==> config.mk <==
export PLATFORM = sky130hd
export DESIGN_NAME = exc_return_seq
export DESIGN_NICKNAME = d
export VERILOG_FILES = /design/src/rtl/rts_pkg.sv /design/src/rtl/rts_frame_check.sv /design/src/rtl/rts_commit_unit.sv /design/src/rtl/exc_return_seq.sv
export SDC_FILE = /design/constraint.sdc
export NUM_CORES = 1
export LEC_CHECK = 0
export BUFFER_PORTS_ARGS = -buffer_cell sky130_fd_sc_hd__buf_4
export CORE_MARGIN = 2
export CORE_UTILIZATION = 45
export DETAILED_ROUTE_END_ITERATION = 8
export PLACE_DENSITY = 0.81
export SYNTH_ARGS = -nofsm -noshare
export SYNTH_HDL_FRONTEND = slang
export SYNTH_SLANG_ARGS = --single-unit
export TNS_END_PERCENT = 30
==> constraint.sdc <==
create_clock -name clk -period 4.3 [get_ports clk]
set_input_delay 0.215 -clock clk [delete_from_list [all_inputs] [get_ports clk]]
set_output_delay 0.215 -clock clk [all_outputs]
set_load 0.005 [all_outputs]
==> src/rtl/rts_pkg.sv <==
package rts_pkg;
  typedef enum logic [2:0] {
    ST_IDLE,
    ST_READ1,
    ST_CHECK,
    ST_READ2,
    ST_COMMIT,
    ST_ERROR
  } rts_state_e;

  typedef enum logic [1:0] {
    FAULT_NONE,
    FAULT_FORMAT,
    FAULT_BUS
  } rts_fault_e;

  localparam int CODE_W = 4;
endpackage

==> src/rtl/rts_frame_check.sv <==
module rts_frame_check #(
  parameter int DW     = 32,
  parameter int SRW    = 16,
  parameter int FMT_LO = 4,
  parameter int FMT_HI = 7
) (
  input  logic [DW-1:0]               word_i,
  output logic [rts_pkg::CODE_W-1:0]  fmt_o,
  output logic [SRW-1:0]              sr_o,
  output logic                        ok_o
);
  localparam int CW = rts_pkg::CODE_W;

  logic unused_mid;
  assign unused_mid = ^word_i[DW-CW-1:SRW];

  assign fmt_o = word_i[DW-1 -: CW];
  assign sr_o  = word_i[SRW-1:0];
  assign ok_o  = (int'(fmt_o) >= FMT_LO) && (int'(fmt_o) <= FMT_HI);
endmodule

==> src/rtl/rts_commit_unit.sv <==
module rts_commit_unit #(
  parameter int AW  = 32,
  parameter int SRW = 16
) (
  input  logic           clk,
  input  logic           rst,
  input  logic           commit_i,
  input  logic [AW-1:0]  sp_new_i,
  input  logic [SRW-1:0] sr_new_i,
  input  logic [AW-1:0]  pc_new_i,
  output logic           sp_we_o,
  output logic [AW-1:0]  sp_o,
  output logic           sr_we_o,
  output logic [SRW-1:0] sr_o,
  output logic           pc_we_o,
  output logic [AW-1:0]  pc_o
);
  always_ff @(posedge clk) begin
    if (rst) begin
      sp_we_o <= 1'b0;
      sr_we_o <= 1'b0;
      pc_we_o <= 1'b0;
      sp_o    <= '0;
      sr_o    <= '0;
      pc_o    <= '0;
    end else begin
      sp_we_o <= commit_i;
      sr_we_o <= commit_i;
      pc_we_o <= commit_i;
      if (commit_i) begin
        sp_o <= sp_new_i;
        sr_o <= sr_new_i;
        pc_o <= pc_new_i;
      end
    end
  end
endmodule

==> src/rtl/exc_return_seq.sv <==
module exc_return_seq
  import rts_pkg::*;
#(
  parameter int AW         = 32,
  parameter int DW         = 32,
  parameter int SRW        = 16,
  parameter int FMT_LO     = 4,
  parameter int FMT_HI     = 7,
  parameter int FRAME_STEP = 4
) (
  input  logic           clk,
  input  logic           rst,
  input  logic           start_i,
  input  logic [AW-1:0]  sp_i,
  input  logic [AW-1:0]  rte_pc_i,
  output logic           busy_o,
  output logic           mem_req_o,
  output logic [AW-1:0]  mem_addr_o,
  input  logic           mem_ready_i,
  input  logic [DW-1:0]  mem_rdata_i,
  input  logic           mem_err_i,
  output logic           sp_we_o,
  output logic [AW-1:0]  sp_o,
  output logic           sr_we_o,
  output logic [SRW-1:0] sr_o,
  output logic           pc_we_o,
  output logic [AW-1:0]  pc_o,
  output logic           done_o,
  output logic           fmt_err_o,
  output logic           acc_err_o,
  output logic [AW-1:0]  fault_pc_o
);
  localparam logic [AW-1:0] STEP = AW'(FRAME_STEP);

  rts_state_e         state_q;
  rts_fault_e         fault_q;
  logic [AW-1:0]      sp_base_q;
  logic [AW-1:0]      pc_ret_q;
  logic [AW-1:0]      addr_q;
  logic [DW-1:0]      word_q;
  logic [CODE_W-1:0]  fmt;
  logic [SRW-1:0]     sr_stage;
  logic               fmt_ok;
  logic [AW-1:0]      sp_next;
  logic               commit_go;

  rts_frame_check #(
    .DW(DW), .SRW(SRW), .FMT_LO(FMT_LO), .FMT_HI(FMT_HI)
  ) u_check (
    .word_i (word_q),
    .fmt_o  (fmt),
    .sr_o   (sr_stage),
    .ok_o   (fmt_ok)
  );

  assign sp_next   = sp_base_q + STEP + AW'(fmt);
  assign commit_go = (state_q == ST_READ2) && mem_ready_i && !mem_err_i;

  rts_commit_unit #(.AW(AW), .SRW(SRW)) u_commit (
    .clk      (clk),
    .rst      (rst),
    .commit_i (commit_go),
    .sp_new_i (sp_next),
    .sr_new_i (sr_stage),
    .pc_new_i (mem_rdata_i[AW-1:0]),
    .sp_we_o  (sp_we_o),
    .sp_o     (sp_o),
    .sr_we_o  (sr_we_o),
    .sr_o     (sr_o),
    .pc_we_o  (pc_we_o),
    .pc_o     (pc_o)
  );

  always_ff @(posedge clk) begin
    if (rst) begin
      state_q   <= ST_IDLE;
      fault_q   <= FAULT_NONE;
      sp_base_q <= '0;
      pc_ret_q  <= '0;
      addr_q    <= '0;
      word_q    <= '0;
    end else begin
      case (state_q)
        ST_IDLE: begin
          if (start_i) begin
            sp_base_q <= sp_i;
            pc_ret_q  <= rte_pc_i;
            addr_q    <= sp_i;
            fault_q   <= FAULT_NONE;
            state_q   <= ST_READ1;
          end
        end
        ST_READ1: begin
          if (mem_ready_i) begin
            if (mem_err_i) begin
              fault_q <= FAULT_BUS;
              state_q <= ST_ERROR;
            end else begin
              word_q  <= mem_rdata_i;
              state_q <= ST_CHECK;
            end
          end
        end
        ST_CHECK: begin
          if (fmt_ok) begin
            addr_q  <= sp_base_q + STEP;
            state_q <= ST_READ2;
          end else begin
            fault_q <= FAULT_FORMAT;
            state_q <= ST_ERROR;
          end
        end
        ST_READ2: begin
          if (mem_ready_i) begin
            if (mem_err_i) begin
              fault_q <= FAULT_BUS;
              state_q <= ST_ERROR;
            end else begin
              state_q <= ST_COMMIT;
            end
          end
        end
        ST_COMMIT: state_q <= ST_IDLE;
        ST_ERROR:  state_q <= ST_IDLE;
        default:   state_q <= ST_IDLE;
      endcase
    end
  end

  assign busy_o     = (state_q != ST_IDLE);
  assign mem_req_o  = (state_q == ST_READ1) || (state_q == ST_READ2);
  assign mem_addr_o = addr_q;
  assign done_o     = (state_q == ST_COMMIT) || (state_q == ST_ERROR);
  assign fmt_err_o  = (state_q == ST_ERROR) && (fault_q == FAULT_FORMAT);
  assign acc_err_o  = (state_q == ST_ERROR) && (fault_q == FAULT_BUS);
  assign fault_pc_o = pc_ret_q;
endmodule

==> metrics.txt, run 1 <==
EDFF count, synth=0; GP Congestion=0.896; Worst-Margin Slew=1.31 ns; Max Freq=311 MHz; die area=20600 µm²; Post-Syn Area per Cell=7.77 µm²; final hold vios=0; CP required=4.72 ns; setup bufs post-CTS=0; Hold WS=0.00884 ns; Die Y=143 µm; worst setup path category=reg2reg; Tmin final=3.22 ns; clock root buffer=clkbuf_16; # setup viols final=0; Worst setup SP type=register; die width=143 µm; CP max stage cell=nor4_1; drt total wl=28800 µm; post-synthesis async set-or-reset flop share=0; crit path max fanout=10; drt wl/cell=17.1 µm; Detail Route Antenna Nets=0; I/O pin total=253; yosys warns=0; vias after detailed routing=9209; Pleak=4.91 nW; DRC violations left=0; RSZ-0062 raised after global routing=no; hold buffers post-CTS=79; Synth area leaders=dfxtp_1 (46%), nand2_1 (14%), a21oi_1 (11%), xnor2_1 (3.3%), clkbuf_1 (2.7%); GR Overflow Total=0; initial antenna violation count=1; Area Growth Syn to Fin=40.9%; first-pass GRT wire length=45600 µm; clock transition at the registers of the reported paths=0.07 ns; total power=4.73 mW; area of the core=18900 µm²; H-tree depth=1; Synth cell types=60; top cell type's share of synthesized area=0.462; Crit. End Element=register; largest net degree at the start of global routing=94; Synth Cell Area=8740 µm²; placed instance count=1561; final setup skew=0.0125 ns; slowest stage delay, CP=0.61 ns; largest area contributor in the netlist=dfxtp_1; Post-Syn Nets=1233; CTS Buffer Depth=3; peak supply drop=0.000349 V; post-cts repair resize count=0; drt via density=5.48; Site Rows=50; status=finished, final reports clean; slew margin rel.=0.124; proportion of layout cells with a drive suffix above 1=0.228; initial drt markers=692; final worst path period share=0.748; Final WS setup=1.08 ns; latest clock arrival within the worst-skew pair=0.51 ns; Total GRT Usage=0.274; Max Cap Violations=0; gate count of the mapped netlist=1126; PortBufs=252; filler cell count=1517; Post-synth top flop=dfxtp_1; Hold WC Path Type=in2reg; clk sinks=202; Seq/Total Area, Yosys=0.462; fin. max-slew vios=0; CP Cell Sequence=ha_1 > nand4_1 > or4_1 > and2_1 > nor4_1 > nand3_1 > o31a_1 > o31ai_1; pwr/cell area=384 nW/µm²; fin nets=1511; vias in the first global route=9020; 1st-pass router iterations=5; Detailed Place HPWL=18100 µm; CTS tree=done; fin cells=1682; crit path DAT=3.64 ns; Yosys reg bits=202; Starting Density=0.463; sum of negative setup slack=0 ns; TritonCTS buffer count=22; pre-CTS setup slack=1.10 ns
state kept, by name, summed over array words and instances (netlist names):
signal and count:
sp_base_q 32, word_q 20, u_commit.pc_we_o 1, u_commit.sr_o 16, state_q 3, u_commit.sp_o 32
fault_pc_o 32, fault_q 2, u_commit.pc_o 32, mem_addr_o 32
final cells by class:
type                       count  area, µm²  share of cell area
tap                          260        325              0.0264
multi-input combinational    830       4330               0.352
timing repair buffer         340       2750               0.224
sequential                   202       4040               0.328
clock buffer                  25        603              0.0489
antenna                        3       7.51            0.000609
clock inverter                14        224              0.0182
inverter                       8       30.0             0.00244
report_power, final:
part / total (mW) / switching [mW] / internal [mW]
logic: 0.546 / 0.282 / 0.263
registers: 2.03 / 0.0795 / 1.95
clock network: 2.15 / 0.788 / 1.37
placed cells by master, fill, tap and decap left out, types with 12 or more instances in the layout:
cell	count
nand2_1	323
buf_4	260
dfxtp_1	202
a21oi_1	185
dlygate4sd3_1	79
nor2_1	62
nand3_1	33
xnor2_1	33
a22oi_1	27
clkbuf_16	23
xor2_1	17
nand4_1	14
a211oi_1	12
final timing paths:
check                     from           endpoint  slack [ns]  cells past startpoint
setup reg to reg  sp_base_q[2]  u_commit.sp_o[31]        1.08                      8
setup / recovery  sp_base_q[2]  u_commit.sp_o[31]        1.08                      8
hold / removal        sp_i[18]      sp_base_q[18]       0.009                      3
hold reg to reg      word_q[9]   u_commit.sr_o[9]        0.45                      2
worst max-delay path, delay by kind of cell (launching register included):
kind                       cells  cell delay [ns]
adders and majority gates      1             0.41
and+or+nand+nor                5             1.85
AOI/OAI and AO/OA              2             0.44
DFF                            1             0.45
per-layer routing:
layer / track usage / vias to the layer above / share of wire
met2: 0.451 / 424 / 0.48
met5: 0 / - / 0.00045
li1: - / 4369 / -
met1: 0.349 / 4321 / 0.41
met4: 0.121 / 2 / 0.043
met3: 0.0533 / 93 / 0.071
synthesized netlist by cell type, types with 2 or more instances:
| master | n |
|---|---|
| nor2_1 | 62 |
| xor2_1 | 17 |
| buf_4 | 5 |
| and3_1 | 7 |
| a32oi_1 | 2 |
| nor2b_1 | 6 |
| nor4_1 | 6 |
| mux2i_1 | 5 |
| or2_2 | 3 |
| nand3b_1 | 2 |
| o31ai_1 | 2 |
| nand2_1 | 324 |
| o211ai_1 | 3 |
| nand2b_1 | 3 |
| a211oi_1 | 12 |
| o21ai_1 | 2 |
| nand4_1 | 14 |
| a211o_1 | 3 |
| inv_1 | 7 |
| nor3b_1 | 4 |
| a22oi_1 | 27 |
| buf_1 | 9 |
| buf_2 | 9 |
| ha_1 | 5 |
| and2_1 | 8 |
| xnor2_1 | 33 |
| or3_1 | 3 |
| a311o_1 | 3 |
| nor4_2 | 4 |
| a21o_1 | 4 |
| or4_1 | 2 |
| nand3_1 | 34 |
| dfxtp_1 | 202 |
| nor3_1 | 11 |
| and4_1 | 2 |
| clkbuf_1 | 63 |
| o21ai_0 | 11 |
| a21oi_1 | 185 |
through the flow:
stage	cell area, µm²	utilization
floorplan	8740	-
global placement	10700	0.566
detailed placement	10700	0.566
CTS	12300	0.652
global route	12300	0.652
finish	12300	0.652
cell families after synthesis:
| family | Yosys count | share of synthesized area |
|---|---|---|
| XOR/XNOR | 50 | 0.0501 |
| AND/OR/NAND/NOR | 503 | 0.252 |
| adder cells (fa/ha/maj) | 6 | 0.00944 |
| buffers and inverters | 94 | 0.0438 |
| multiplexers | 6 | 0.00701 |
| flip-flops | 202 | 0.462 |
| AO/OA/AOI/OAI | 265 | 0.175 |
Note: power is estimated with default switching activity, not from simulation.
==> inputs of run 2 (changes only) <==
PLACE_DENSITY = 0.84   (was 0.81)
clock period = 2.6 ns   (was 4.3 ns; I/O delays follow)
==> run 2 against run 1 <==
Net effect:
- clock skew grew 0.0038 ns
- global-route usage is 0.25 points lower
- register-to-register slack lost 1.0 ns
- worst hold slack improved by 0.11 ns
- sequential cell count stayed put
- largest cell class unchanged
==> metrics.txt, run 2 (synthesis results as in run 1) <==
placed instance count=1608 (+3.0%); Hold WC Path Type=in2reg; Worst-Margin Slew=1.24 ns (-0.0711 ns); vias in the first global route=9240 (+2.4%); Worst setup SP type=register; Pleak=5.25 nW (+6.8%); Starting Density=0.463 (unchanged); hold path depth=3 (unchanged); final hold vios=0 (unchanged); drt wl/cell=16.9 µm (-1.4%); worst setup path category=reg2reg; # setup viols final=0 (unchanged); I/O pin total=253 (unchanged); proportion of layout cells with a drive suffix above 1=0.264 (+0.0362); Area Growth Syn to Fin=47.9%; Site Rows=50 (unchanged); DRC violations left=0 (unchanged); clock root buffer=clkbuf_16; crit path DAT=2.94 ns (-0.70 ns); Hold WS=0.114 ns (+0.105 ns); Hold Path End=state_q[2]; largest net degree at the start of global routing=189 (+100%); TritonCTS buffer count=22 (unchanged); PortBufs=252 (unchanged); clk sinks=202 (unchanged); peak supply drop=0.000447 V (+28%); first-pass GRT wire length=45500 µm (about the same); Max Cap Violations=0 (unchanged); pwr/cell area=577 nW/µm² (+50%); Area after DPL=11100 µm² (+3.6%); status=finished, final reports clean; R2R Setup Slk=0.08 ns (-1.00 ns); Die Y=143 µm (unchanged); initial antenna violation count=0 (-1); Max Freq=396 MHz (+28%); CP required=3.01 ns (-1.71 ns); drt total wl=29500 µm (+2.4%); reg2reg end=u_commit.sp_o[31]; initial drt markers=794 (+15%); most common cell after layout, fill and taps aside=nand2_1; die area=20600 µm² (unchanged); 1st-pass router iterations=5 (unchanged); Detailed Place HPWL=18600 µm (+3.1%); sum of negative setup slack=0 ns (unchanged); fin nets=1581 (+4.6%); die width=143 µm (unchanged); crit path max fanout=9 (-1); area of the core=18900 µm² (unchanged); Detail Route Antenna Nets=0 (unchanged); Total GRT Usage=0.271 (-0.00254); GP Congestion=0.942 (+5.1%); final setup skew=0.0163 ns (+0.00379 ns); R2R depth=10 (+2); most frequent cells in the layout=nand2_1 (323), buf_4 (308), dfxtp_1 (197); final instance area=12900 µm² (+5.0%); Final WS setup=0.0769 ns (-1.00 ns); H-tree depth=1 (unchanged); fin cells=1747 (+3.9%); clock transition at the registers of the reported paths=0.07 ns (about the same); CTS Buffer Depth=3 (unchanged); total power=7.47 mW (+58%); latest clock arrival within the worst-skew pair=0.51 ns (about the same); pre-CTS setup slack=-0.0378 ns (-1.13 ns); min-delay src=start_i; fin. max-slew vios=0 (unchanged); fin util=0.685 (+0.0325); vias after detailed routing=9481 (+3.0%); r2r startpoint=sp_base_q[3]; Crit. End Element=register; slew margin rel.=0.172 (+0.0474); filler cell count=1456 (-4.0%); Tmin final=2.52 ns (-0.695 ns); final worst path period share=0.970 (+0.222); GR Overflow Total=0 (unchanged); drt via density=5.43 (-0.88%); RSZ-0062 raised after global routing=yes; CTS tree=done
## run 2: where the power goes
| part | switching [mW] | total [mW] | internal [mW] |
|---|---|---|---|
| Clock | 1.27 | 3.12 | 1.85 |
| Sequential | 0.113 | 3.34 | 3.23 |
| Combinational | 0.506 | 1.01 | 0.505 |
| Total | 1.89 | 7.47 | 5.58 |
## run 2: worst max-delay path: stages (launching register included)
cell and delay [ns]:
dfxtp_2 0.37, ha_4 0.14, buf_4 0.15, and4_2 0.31
nand3_2 0.17, nor3_2 0.27, mux2_2 0.20, a31o_2 0.16
nand3_1 0.17, o31a_1 0.32, o31ai_1 0.18
## run 2: worst max path at each step
stage | cells after the start | endpoint | startpoint
after floorplan | 9 | u_commit.sp_o[31] | sp_base_q[2]
after CTS | 10 | u_commit.sp_o[31] | sp_base_q[2]
final | 10 | u_commit.sp_o[31] | sp_base_q[3]
after detailed placement | 10 | u_commit.sp_o[31] | sp_base_q[2]
after global placement | 8 | u_commit.sp_o[31] | sp_base_q[2]
after global routing | 10 | u_commit.sp_o[31] | sp_base_q[3]
## run 2: area by class of cell
cell class	count	area, µm²	share of cell area
tap	260	325	0.0251
clock buffer	31	654	0.0506
sequential	202	4050	0.313
multi-input combinational	830	4440	0.343
clock inverter	5	65.1	0.00503
antenna	1	2.50	0.000193
inverter	8	30.0	0.00232
timing repair buffer	410	3360	0.260
## run 2: routing by layer
| metal | part of all wire | global-route usage |
|---|---|---|
| met5 | 0 | 0 |
| met4 | 0.046 | 0.115 |
| met3 | 0.083 | 0.0586 |
| met2 | 0.47 | 0.453 |
| met1 | 0.40 | 0.339 |
## run 2: repair_timing
action / in CTS / in global routing
hold endpoints to repair: 120 / 0
setup endpoints to repair: 3 / 24
hold buffers: 98 / 0
buffers inserted: 0 / 4
resized for setup: 5 / 22
pin swaps: 0 / 8
==> inputs of run 3 (changes only) <==
CAP_MARGIN = 30   (was unset)
RECOVER_POWER = 25   (was unset)
==> run 3 against run 2 <==
Net effect:
- worst hold slack better by 0.0073 ns
- first-iteration DRC count is 11% lower
- global-route usage is 0.59 points higher
- worst setup slack worse by 0.017 ns
- cell area is 0.24% lower
- critical endpoint is now u_commit.sp_o[25]
- largest power group unchanged
==> metrics.txt, run 3 (synthesis results as in run 1) <==
Pleak=5.19 nW (-1.2%); vias in the first global route=9233 (-0.076%); final hold vios=0 (unchanged); Worst setup SP type=register; R2R Setup Slk=0.06 ns (-0.02 ns); Comb power frac=0.136 (about the same); worst setup path category=reg2reg; Max Freq=394 MHz (-0.69%); Hold Path End=state_q[2]; GP Congestion=0.942 (unchanged); hold path depth=3 (unchanged); largest net degree at the start of global routing=189 (unchanged); Starting Density=0.463 (unchanged); DRC violations left=0 (unchanged); drt via density=5.47 (+0.71%); pwr/cell area=579 nW/µm² (+0.36%); CTS tree=done; area of the core=18900 µm² (unchanged); reg2reg end=u_commit.sp_o[25]; Crit. End Element=register; # setup viols final=0 (unchanged); fin util=0.683 (-0.00166); clock root buffer=clkbuf_16; crit path max fanout=6 (-3); I/O pin total=253 (unchanged); Hold WC Path Type=in2reg; PortBufs=252 (unchanged); drt wl/cell=17.2 µm (+1.7%); drt total wl=30100 µm (+1.9%); filler cell count=1473 (+1.2%); clk sinks=202 (unchanged); min-delay src=start_i; Detailed Place HPWL=18800 µm (+0.76%); initial drt markers=705 (-11%); latest clock arrival within the worst-skew pair=0.50 ns (about the same); Total GRT Usage=0.277 (+0.00588); GR Overflow Total=0 (unchanged); Detail Route Antenna Nets=0 (unchanged); CP required=2.98 ns (-0.03 ns); total power=7.48 mW (+0.12%); Clk pwr share=0.417 (about the same); crit path DAT=2.92 ns (-0.02 ns); r2r startpoint=sp_base_q[13]; Site Rows=50 (unchanged); most frequent cells in the layout=nand2_1 (323), buf_4 (221), dfxtp_1 (196); slew margin rel.=0.462 (+0.290); final worst path period share=0.977 (+0.00673); Sw Share=0.251 (-0.00235); Cell Int Power=5.60 mW (+0.43%); fin nets=1582 (+0.063%); clock transition at the registers of the reported paths=0.06 ns (about the same); Die Y=143 µm (unchanged); Tmin final=2.54 ns (+0.0175 ns); most common cell after layout, fill and taps aside=nand2_1; first-pass GRT wire length=46100 µm (+1.3%); vias after detailed routing=9559 (+0.82%); fin. max-slew vios=0 (unchanged); RSZ-0062 raised after global routing=yes; die area=20600 µm² (unchanged); Area Growth Syn to Fin=47.6%; R2R depth=8 (-2); proportion of layout cells with a drive suffix above 1=0.249 (-0.0145); Seq pwr share=0.447 (about the same); initial antenna violation count=0 (unchanged); status=finished, final reports clean; peak supply drop=0.000530 V (+19%); Worst-Margin Slew=0.808 ns (-0.435 ns); CTS Buffer Depth=3 (unchanged); final setup skew=0.0116 ns (-0.00474 ns); die width=143 µm (unchanged); Max Cap Violations=0 (unchanged); H-tree depth=1 (unchanged); TritonCTS buffer count=22 (unchanged); sw power=1.87 mW (-0.81%); 1st-pass router iterations=5 (unchanged)
## run 3: per-layer routing
metal	part of all wire	GRT usage	vias to the layer above
met5	0	0	-
met4	0.050	0.119	0
met3	0.071	0.0536	114
met2	0.48	0.470	459
met1	0.40	0.343	4479
li1	-	-	4507
## run 3: how the worst max path moves through the flow
stage	from	endpoint	slack [ns]	depth (start not counted)
4_1_cts	sp_base_q[2]	u_commit.sp_o[31]	0.03	10
5_1_grt	sp_base_q[3]	u_commit.sp_o[25]	-0.06	10
3_5_place_dp	sp_base_q[2]	u_commit.sp_o[31]	-0.03	8
6_report	sp_base_q[13]	u_commit.sp_o[25]	0.06	8
3_3_place_gp	sp_base_q[2]	u_commit.sp_o[31]	-0.006	8
2_1_floorplan	sp_base_q[2]	u_commit.sp_o[31]	0.01	9
## run 3: cell type report
cell class	count	area, µm²	share of cell area
clock inverter	6	57.6	0.00446
multi-input combinational	830	4450	0.345
clock buffer	31	666	0.0516
inverter	8	30.0	0.00233
timing repair buffer	411	3320	0.257
antenna	1	2.50	0.000194
sequential	202	4050	0.314
tap	260	325	0.0252
## run 3: critical path, cell delays in order, from the launching register on
cell and delay [ns]:
dfxtp_1 0.45, nand4_1 0.18, nor4_4 0.35, xnor2_2 0.12
or2_4 0.28, or4b_4 0.56, nor2_4 0.19, a311o_1 0.21
o211ai_2 0.07
## run 3: power by group through the flow
stage	clock (mW)	sequential, mW	combinational, mW
finish	3.12	3.34	1.02
global route	3.29	3.35	1.10
CTS	3.15	3.33	0.995
detailed placement	0	3.40	0.867
global placement	0	3.39	0.841
floorplan	0	3.37	0.445
## run 3: stage by stage
step                      std cells  instance area, µm²  setup TNS (ns)  worst slack, ns  hold slack (ns)
after detailed placement       1609               11100         -0.0282          -0.0282            0.385
after global routing           1748               12900          -0.220          -0.0596            0.193
after floorplan                1126                8740               0           0.0135            0.266
after global placement         1608               11100        -0.00569         -0.00569            0.377
after CTS                      1744               12800               0           0.0258           0.0955
final                          1749               12900               0           0.0594            0.121
## run 3: timing repair
item / 4_1_cts / 5_1_grt
setup endpoints to repair: 1 / 21
resized for setup: 3 / 26
pin swaps: 0 / 4
hold buffers: 98 / 0
buffers inserted: 0 / 4
hold endpoints to repair: 119 / 0
